`config.mk`:
```
export PLATFORM = sky130hd
export DESIGN_NAME = sleep_wake_ctrl
export DESIGN_NICKNAME = d
export VERILOG_FILES = /design/src/rtl/slpwk_pkg.sv /design/src/rtl/slpwk_sync.sv /design/src/rtl/slpwk_wake_mask.sv /design/src/rtl/slpwk_ctrl.sv /design/src/rtl/sleep_wake_ctrl.sv
export SDC_FILE = /design/constraint.sdc
export NUM_CORES = 1
export LEC_CHECK = 0
export BUFFER_PORTS_ARGS = -buffer_cell sky130_fd_sc_hd__buf_2
export CORE_MARGIN = 2
export CORE_UTILIZATION = 38
export DETAILED_ROUTE_END_ITERATION = 6
export GPL_ROUTABILITY_DRIVEN = 0
export GPL_TIMING_DRIVEN = 0
export PLACE_DENSITY_LB_ADDON = 0.15
export SKIP_LAST_GASP = 1
export SLEW_MARGIN = 20
export SYNTH_ARGS = -nofsm -noshare
export SYNTH_HDL_FRONTEND = slang
export SYNTH_SLANG_ARGS = --single-unit
export TNS_END_PERCENT = 30
```
`constraint.sdc`:
```
create_clock -name clk -period 0.96 [get_ports clk]
set_input_delay 0.048 -clock clk [delete_from_list [all_inputs] [get_ports clk]]
set_output_delay 0.048 -clock clk [all_outputs]
set_load 0.02 [all_outputs]
```
`src/rtl/slpwk_pkg.sv`:
```
package slpwk_pkg;
  localparam int unsigned NSRC = 8;
  localparam int unsigned NSLP = 3;

  localparam int unsigned SRC_TICK  = 0;
  localparam int unsigned SRC_PWR   = 1;
  localparam int unsigned SRC_RTC   = 2;
  localparam int unsigned SRC_ACCUM = 3;
  localparam int unsigned SRC_MEAS  = 4;
  localparam int unsigned SRC_UART  = 5;
  localparam int unsigned SRC_DISC  = 6;
  localparam int unsigned SRC_WDOG  = 7;

  localparam int unsigned SLP_BUS = 0;
  localparam int unsigned SLP_PLL = 1;
  localparam int unsigned SLP_RF  = 2;

  typedef logic [NSRC-1:0] src_vec_t;
  typedef logic [NSLP-1:0] slp_vec_t;
endpackage

```
`src/rtl/slpwk_sync.sv`:
```
module slpwk_sync #(
  parameter int unsigned WIDTH  = 8,
  parameter int unsigned STAGES = 2
) (
  input  logic             clk,
  input  logic             rst_n,
  input  logic [WIDTH-1:0] async_i,
  output logic [WIDTH-1:0] sync_o
);
  logic [STAGES-1:0][WIDTH-1:0] stage_d;
  logic [STAGES-1:0][WIDTH-1:0] stage_q;

  for (genvar s = 0; s < STAGES; s++) begin : g_stage
    if (s == 0) begin : g_first
      assign stage_d[s] = async_i;
    end else begin : g_next
      assign stage_d[s] = stage_q[s-1];
    end
  end

  always_ff @(posedge clk or negedge rst_n) begin
    if (!rst_n) stage_q <= '0;
    else        stage_q <= stage_d;
  end

  assign sync_o = stage_q[STAGES-1];
endmodule

```
`src/rtl/slpwk_wake_mask.sv`:
```
module slpwk_wake_mask
  import slpwk_pkg::*;
(
  input  src_vec_t src_sync,
  input  logic     en_tick,
  input  logic     en_pwr_fail,
  input  logic     en_rtc,
  input  logic     en_corr,
  input  logic     en_uart,
  input  logic     en_disc,
  input  logic     wdog_en,
  input  logic     pgood_shdn_en,
  output logic     wake_req
);
  src_vec_t allow;

  always_comb begin
    allow            = '0;
    allow[SRC_TICK]  = en_tick;
    // supply-fail wake only counts while power-good shutdown is off
    allow[SRC_PWR]   = en_pwr_fail & ~pgood_shdn_en;
    allow[SRC_RTC]   = en_rtc;
    allow[SRC_ACCUM] = en_corr;
    allow[SRC_MEAS]  = en_corr;
    allow[SRC_UART]  = en_uart;
    allow[SRC_DISC]  = en_disc;
    // watchdog warning has no mask of its own
    allow[SRC_WDOG]  = wdog_en;
  end

  assign wake_req = |(src_sync & allow);
endmodule

```
`src/rtl/slpwk_ctrl.sv`:
```
module slpwk_ctrl
  import slpwk_pkg::*;
(
  input  logic     clk,
  input  logic     rst_n,
  input  logic     wake_req,
  input  logic     wr_en,
  input  slp_vec_t wr_sleep,
  output slp_vec_t sleep_o,
  output logic     slp_rst_n_o
);
  slp_vec_t sleep_q, sleep_d;
  logic     slp_rst_n_q, slp_rst_n_d;
  logic     wake_fire;

  assign wake_fire = wake_req & (|sleep_q);

  always_comb begin
    sleep_d     = sleep_q;
    slp_rst_n_d = 1'b1;
    if (wake_fire) begin
      sleep_d     = '0;
      slp_rst_n_d = 1'b0;
    end else if (wr_en) begin
      sleep_d = wr_sleep;
    end
  end

  always_ff @(posedge clk or negedge rst_n) begin
    if (!rst_n) begin
      sleep_q     <= '0;
      slp_rst_n_q <= 1'b1;
    end else begin
      sleep_q     <= sleep_d;
      slp_rst_n_q <= slp_rst_n_d;
    end
  end

  assign sleep_o     = sleep_q;
  assign slp_rst_n_o = slp_rst_n_q;

  a_r3_pulse_one_cycle: assert property (@(posedge clk) disable iff (!rst_n)
    !slp_rst_n_q |=> slp_rst_n_q);
  a_r3_clears_all: assert property (@(posedge clk) disable iff (!rst_n)
    !slp_rst_n_q |-> (sleep_q == '0));
  a_r5_no_idle_pulse: assert property (@(posedge clk) disable iff (!rst_n)
    !slp_rst_n_q |-> $past(|sleep_q));
  a_r4_hold_when_quiet: assert property (@(posedge clk) disable iff (!rst_n)
    (!wr_en && !wake_req) |=> $stable(sleep_q));
endmodule

```
`src/rtl/sleep_wake_ctrl.sv`:
```
module sleep_wake_ctrl
  import slpwk_pkg::*;
#(
  parameter int unsigned SYNC_STAGES = 2
) (
  input  logic       clk,
  input  logic       rst_n,
  input  logic       src_tick,
  input  logic       src_pwr_fail,
  input  logic       src_rtc_match,
  input  logic       src_accum,
  input  logic       src_meas,
  input  logic       src_uart_rx,
  input  logic       src_disc,
  input  logic       src_wdog_warn,
  input  logic       en_tick,
  input  logic       en_pwr_fail,
  input  logic       en_rtc,
  input  logic       en_corr,
  input  logic       en_uart,
  input  logic       en_disc,
  input  logic       wdog_en,
  input  logic       pgood_shdn_en,
  input  logic       wr_en,
  input  logic [2:0] wr_sleep,
  output logic       bus_clk_inhibit,
  output logic       pll_disable,
  output logic       rf_ref_disable,
  output logic       slp_rst_n
);
  src_vec_t src_raw, src_sync;
  slp_vec_t sleep_bits;
  logic     wake_req;

  always_comb begin
    src_raw            = '0;
    src_raw[SRC_TICK]  = src_tick;
    src_raw[SRC_PWR]   = src_pwr_fail;
    src_raw[SRC_RTC]   = src_rtc_match;
    src_raw[SRC_ACCUM] = src_accum;
    src_raw[SRC_MEAS]  = src_meas;
    src_raw[SRC_UART]  = src_uart_rx;
    src_raw[SRC_DISC]  = src_disc;
    src_raw[SRC_WDOG]  = src_wdog_warn;
  end

  slpwk_sync #(.WIDTH(NSRC), .STAGES(SYNC_STAGES)) i_sync (
    .clk     (clk),
    .rst_n   (rst_n),
    .async_i (src_raw),
    .sync_o  (src_sync)
  );

  slpwk_wake_mask i_mask (
    .src_sync      (src_sync),
    .en_tick       (en_tick),
    .en_pwr_fail   (en_pwr_fail),
    .en_rtc        (en_rtc),
    .en_corr       (en_corr),
    .en_uart       (en_uart),
    .en_disc       (en_disc),
    .wdog_en       (wdog_en),
    .pgood_shdn_en (pgood_shdn_en),
    .wake_req      (wake_req)
  );

  slpwk_ctrl i_ctrl (
    .clk         (clk),
    .rst_n       (rst_n),
    .wake_req    (wake_req),
    .wr_en       (wr_en),
    .wr_sleep    (wr_sleep),
    .sleep_o     (sleep_bits),
    .slp_rst_n_o (slp_rst_n)
  );

  assign bus_clk_inhibit = sleep_bits[SLP_BUS];
  assign pll_disable     = sleep_bits[SLP_PLL];
  assign rf_ref_disable  = sleep_bits[SLP_RF];

  a_r7_wdog_unmaskable: assert property (@(posedge clk) disable iff (!rst_n)
    (src_sync[SRC_WDOG] && wdog_en && (|sleep_bits)) |=> !slp_rst_n);
  a_r8_pgood_blocks_pwr: assert property (@(posedge clk) disable iff (!rst_n)
    (pgood_shdn_en && (src_sync & ~(src_vec_t'(1) << SRC_PWR)) == '0)
      |=> slp_rst_n);
endmodule

```
=== Word-level counts from Yosys, hierarchy flattened ===
Cells that the tools add are included.

* Input bits: 22
* Bits in registers: 20

* Reduce and logical (&&, ||, !) cells: 3
* Bitwise gates (word level): 4
* Multiplexer cells: 3

{| class="wikitable"
|+ Operators with widths
! operator !! count
|-
| bitwise AND 8 bit || 1
|-
| OR reduction 8 bit || 1
|-
| two-way mux 3 bit || 2
|-
| OR reduction 3 bit || 1
|-
| bitwise AND 1 bit || 2
|-
| nonzero test 2 bit || 1
|-
| two-way mux 1 bit || 1
|-
| NOT 1 bit || 1
|}

=== Longest topological paths before layout ===
* Depth after elaboration: 6
* Depth in mapped cells: 3

=== Modules after synthesis ===
Synthesis repeated with hierarchy kept, for this count alone.

* Cell total of the unflattened synthesis: 37
* Area total of the unflattened synthesis: 625.6 um^2

{| class="wikitable"
|+ Modules (own cells, without submodules)
! module !! area each (um^2) !! sequential area each (um^2) !! times used !! cells each
|-
| slpwk_sync || 400.4 || 400.4 || 1 || 16
|-
| slpwk_ctrl || 180.2 || 101.3 || 1 || 16
|-
| slpwk_wake_mask || 45.0 || 0.0 || 1 || 5
|}

=== Worst setup path before layout ===
OpenSTA, ideal clock, no wires.

* Path kind: reg-to-reg
* Start point: reg i_ctrl.sleep_q[1] (netlist: i_ctrl.sleep_o[1])
* End point: reg i_ctrl.sleep_q[0] (netlist: i_ctrl.sleep_o[0])
* Cell stages (with the launch flop): 3
* Clock period less this slack: 1.092 ns
* Setup slack: -0.132 ns
* Library setup time: 0.077 ns
* Data arrival time: 1.014 ns
* Path through: dfrtp_1 > or3_1 > a21oi_1

* Cells in the longest elaborated chain, start to end: 3
* Elaborated cells on any way between the ends: 4

{| class="wikitable"
|+ Ends and longest elaborated chain
! item !! RTL line !! text
|-
| start, declared || slpwk_ctrl.sv:12 || <nowiki>slp_vec_t sleep_q, sleep_d;</nowiki>
|-
| start signal, assigned || slpwk_ctrl.sv:34 || <nowiki>sleep_q <= sleep_d;</nowiki>
|-
| OR reduction 3 bit * || slpwk_ctrl.sv:16 || <nowiki>assign wake_fire = wake_req & (|sleep_q);</nowiki>
|-
| bitwise AND 1 bit * || slpwk_ctrl.sv:16 ||
|-
| two-way mux 3 bit or nonzero test 2 bit (tied branches) || - ||
|}

Every way passes the cells marked *; elsewhere a longest branch is shown, timed or not.
A chain may end at the register's enable or synchronous reset.

=== Worst setup path after layout ===
* Start point: reg i_sync.stage_q (netlist bit i_sync.sync_o[5])
* End point: reg i_ctrl.sleep_q[2] (netlist: i_ctrl.sleep_o[2])

* Cells in the longest elaborated chain, start to end: 4
* Elaborated cells on any way between the ends: 5

{| class="wikitable"
|+ Ends and longest elaborated chain
! item !! RTL line !! text
|-
| start, declared || slpwk_sync.sv:11 || <nowiki>logic [STAGES-1:0][WIDTH-1:0] stage_q;</nowiki>
|-
| start signal, assigned || slpwk_sync.sv:23 || <nowiki>else stage_q <= stage_d;</nowiki>
|-
| bitwise AND 8 bit * || slpwk_wake_mask.sv:31 || <nowiki>assign wake_req = |(src_sync & allow);</nowiki>
|-
| OR reduction 8 bit * || slpwk_wake_mask.sv:31 ||
|-
| bitwise AND 1 bit * || slpwk_ctrl.sv:16 ||
|-
| two-way mux 3 bit or nonzero test 2 bit (tied branches) || - ||
|}

Marked as above.

==> summary.md <==
| Metric | Value |
|---|---|
| Number of standard-cell rows in the floorplan | `14` |
| Num Clock Sinks | `20` |
| Vias/cell | `approximately 4.4` |
| Share of post-route cells with drive strength above 1 | `between 40% and 50%` |
| Pin count of the biggest net entering global routing | `21` |
| Post-layout minimum cycle time | `around 1.2 ns` |
| Relative max-transition margin | `about 70%` |
| Failing checks | `setup timing` |
| LEAKAGE | `between 0.4 and 0.5 nW` |
| Top Usage Layer GRT | `met2` |
| Power Dens Cells | `1970 nW/µm²` |
| Arrival @ worst endpoint | `~1.4 ns` |
| Residual antenna-violating net count after detailed routing | `0` |
| Number of endpoints with negative hold slack in the final report | `0` |
| Part of the cycle the worst path needs | `126%` |
| Setup total negative slack | `-0.946 ns` |
| Total number of vias | `about 380` |
| Unrepaired setup endpoints after global routing | `true` |
| Vert. Die Dim | `roughly 44 µm` |
| Number of distinct standard cells referenced by the synthesized netlist | `11` |
| Clock insertion delay at the later pin of the skew report | `0.28 ns` |
| Most repeated cell in the gate-level netlist after synthesis | `dfrtp_1` |
| Congestion Overflow GR | `0` |
| Multi-input logic area | `just under 100 µm²` |
| Top flip-flop cell by instance count after synthesis | `dfrtp_1` |
| Cell type contributing the most total cell area after synthesis | `dfrtp_1` |
| Endpoint class of the critical path | `register` |
| Area of all placed cells without fillers | `approximately 860 µm²` |
| Average routed wire per standard cell | `10.5 µm` |
| Inserted Clock Buffers | `3` |
| Post-placement cell area | `746 µm²` |
| Worst VDD drop | `1210 µV` |
| Layout Nets | `between 90 and 100` |
| All-Layer GR Usage | `11.3%` |
| Post-synth design cell area | `around 590 µm²` |
| Final design utilization | `approximately 58%` |
| Effective utilization at floorplan | `between 30% and 40%` |
| Resized cells post-CTS | `0` |
| Via count of the first global-routing pass | `around 360` |
| Initial antenna violation count | `0` |
| Die width | `~44 µm` |
| Root buf cell | `clkbuf_4` |
| Count of filler cells inserted in the layout | `roughly 120` |
| Count of endpoints failing setup in the final report | `5` |
| Crit path to | `i_ctrl.sleep_o[2]$_DFFE_PN0P_` |
| Syn Area/Cell | `18.0 µm²` |
| Layout Area Growth over Synthesis | `45.4%` |
| Initial DRC Count | `5` |
| Met1 routing resource usage after global routing | `roughly 11%` |
| Post-synthesis async set-or-reset flop share | `100%` |
| Crit path from | `i_sync.sync_o[5]$_DFF_PN0_` |
| Synth top area share | `80.2%` |
| Dpl hpwl | `~640 µm` |
| Max Clock Skew | `between 0.002 and 0.003 ns` |
| Measured slew at the worst slew-check pin | `0.418 ns` |
| Routing usage on met2 | `19.1%` |
| CP Data Required Time | `approximately 1.2 ns` |
| H-tree depth reported by CTS | `1` |
| Max-slew violations | `0` |
| Count of flip-flops with a built-in enable after synthesis | `0` |
| I/O Pins | `26` |
| Detailed Routing Iterations Pass 1 | `4` |
| FF-to-FF End | `i_ctrl.sleep_o[2]$_DFFE_PN0P_` |
| Full die area | `between 1500 and 2000 µm²` |
| Remaining routing DRC violations | `0` |
| Type of origin of the critical path | `register` |
| Worst R2R Setup Slack | `-0.25 ns` |
| Synthesized netlist net count | `55` |
| Largest driver fanout on the critical path | `4` |
| Ranking of synthesized cells by instance count | `dfrtp_1, a21oi_1, mux2i_1` |
| Top cells by area in the synthesized netlist | `dfrtp_1, mux2i_1, dfstp_2, a21oi_1, a222oi_1` |
| Port bufs | `25` |
| Post-synthesis sequential area ratio | `84.6%` |
| Final WL | `910 µm` |
| Postcts setup bufs | `0` |
| Ant diodes | `0` |
| Number of max-cap violations | `0` |
| Number of buffers between clock root and the deepest sink | `2` |
| Post-Synthesis Cells | `33` |
| Highest clock rate | `between 800 and 900 MHz` |
| Worst R2R Start | `i_sync.sync_o[5]$_DFF_PN0_` |
| First-pass GRT wire length | `around 1.4 mm` |
| Final critical-path setup slack | `-0.249 ns` |
| Core region area | `1490 µm²` |
| Yosys warning count | `0` |
| Post-CTS clock slew at the launch and capture registers of the worst setup and hold paths | `roughly 0.1 ns` |
| Worst reg-to-reg path cell count | `3` |
| Seq. cell area | `roughly 500 µm²` |
| Path type of the worst setup path | `register to register` |
| Clock tree from TritonCTS | `yes` |
| Result of the run | `finished with violations` |
| Number of flip-flops and latches in the synthesized netlist | `20` |
| Type of the worst min-delay path | `input pin to register` |
| Global Route met3 Usage | `under 10%` |
| Worst hold slack across all endpoints | `a little over 0.04 ns` |
[metal layers]
metal  routed length, µm  vias to the layer above  share of wire [%]
met4                   8                        0               0.88
met3                  72                        2                7.9
met5                   0                        -                  0
met1                 350                      170                 38
met2                 478                       18                 53
li1                    -                      193                  -
[power by group]
part           switching (mW)  total [mW]  leakage (nW)  internal [mW]
clock                   0.221       0.382        0.0150          0.161
sequential             0.0354       0.987         0.234          0.951
combinational           0.176       0.332         0.176          0.156
total                   0.432        1.70         0.425           1.27
[metrics by stage]
step                      instances  setup slack [ns]  power [mW]
after CTS                        87            -0.297        1.73
after detailed placement         74            -0.278        1.32
final                            87            -0.249        1.70
after floorplan                  33           -0.0950        1.18
after global placement           74            -0.279        1.31
after global routing             87            -0.435        1.81
[logic make-up (layout without fill, tap and decap cells)]
logic type	count (synthesis)	after routing	synth area share (%)
compound gates	6	6	6.33
buf+inv	0	38	0
flops	20	20	84.6
mux	3	3	5.06
simple gates	4	4	4.01
[final cells by class]
cell class                      count  share of cell area (%)
Clock buffer                        4                    3.05
Multi-Input combinational cell     13                    11.2
Sequential cell                    20                    58.5
Tap cell                           16                    2.32
Timing Repair Buffer               34                    25.0
[worst min path at each step]
stage                      from                             to  slack (ns)  cells past startpoint
CTS                 wr_sleep[1]  i_ctrl.sleep_o[1]$_DFFE_PN0P_        0.04                      3
floorplan                 rst_n  i_ctrl.sleep_o[0]$_DFFE_PN0P_       -0.25                      0
global placement          rst_n  i_ctrl.sleep_o[0]$_DFFE_PN0P_       0.003                      1
finish              wr_sleep[1]  i_ctrl.sleep_o[1]$_DFFE_PN0P_        0.04                      3
detailed placement        rst_n  i_ctrl.sleep_o[0]$_DFFE_PN0P_       0.005                      1
global route        wr_sleep[2]  i_ctrl.sleep_o[2]$_DFFE_PN0P_        0.05                      3
[registers in the layout (all words and copies together), names as in the netlist]
register and cells:
i_sync.sync_o 8, i_ctrl.slp_rst_n_o 1, i_sync.stage_d 8, i_ctrl.sleep_o 3
[critical path, cell delays in order (launching register included)]
cell      delay [ns]
dfrtp_1         0.37
a222oi_1        0.37
nand4_1         0.23
a21oi_1         0.17
[timing repair]
action / 4_1_cts / 5_1_grt
setup endpoints to repair: 5 / 5
pin swaps: 2 / 2
endpoints found under the hold margin: 28 / 0
cloned: 0 / 0
hold buffers: 9 / 0
[cells in the final DEF, fill, tap and decap left out]
cell / n
buf_2: 25
dfrtp_1: 17
dlygate4sd3_1: 9
mux2i_1: 3
a21oi_1: 3
clkbuf_4: 3
dfrtp_2: 2
o21ai_0: 1
a222oi_1: 1
nand3b_1: 1
a22oi_1: 1
nand4_1: 1
or3_4: 1
nand2_1: 1
clkbuf_1: 1
dfstp_2: 1
No activity file was read; power rests on OpenSTA's default activity.
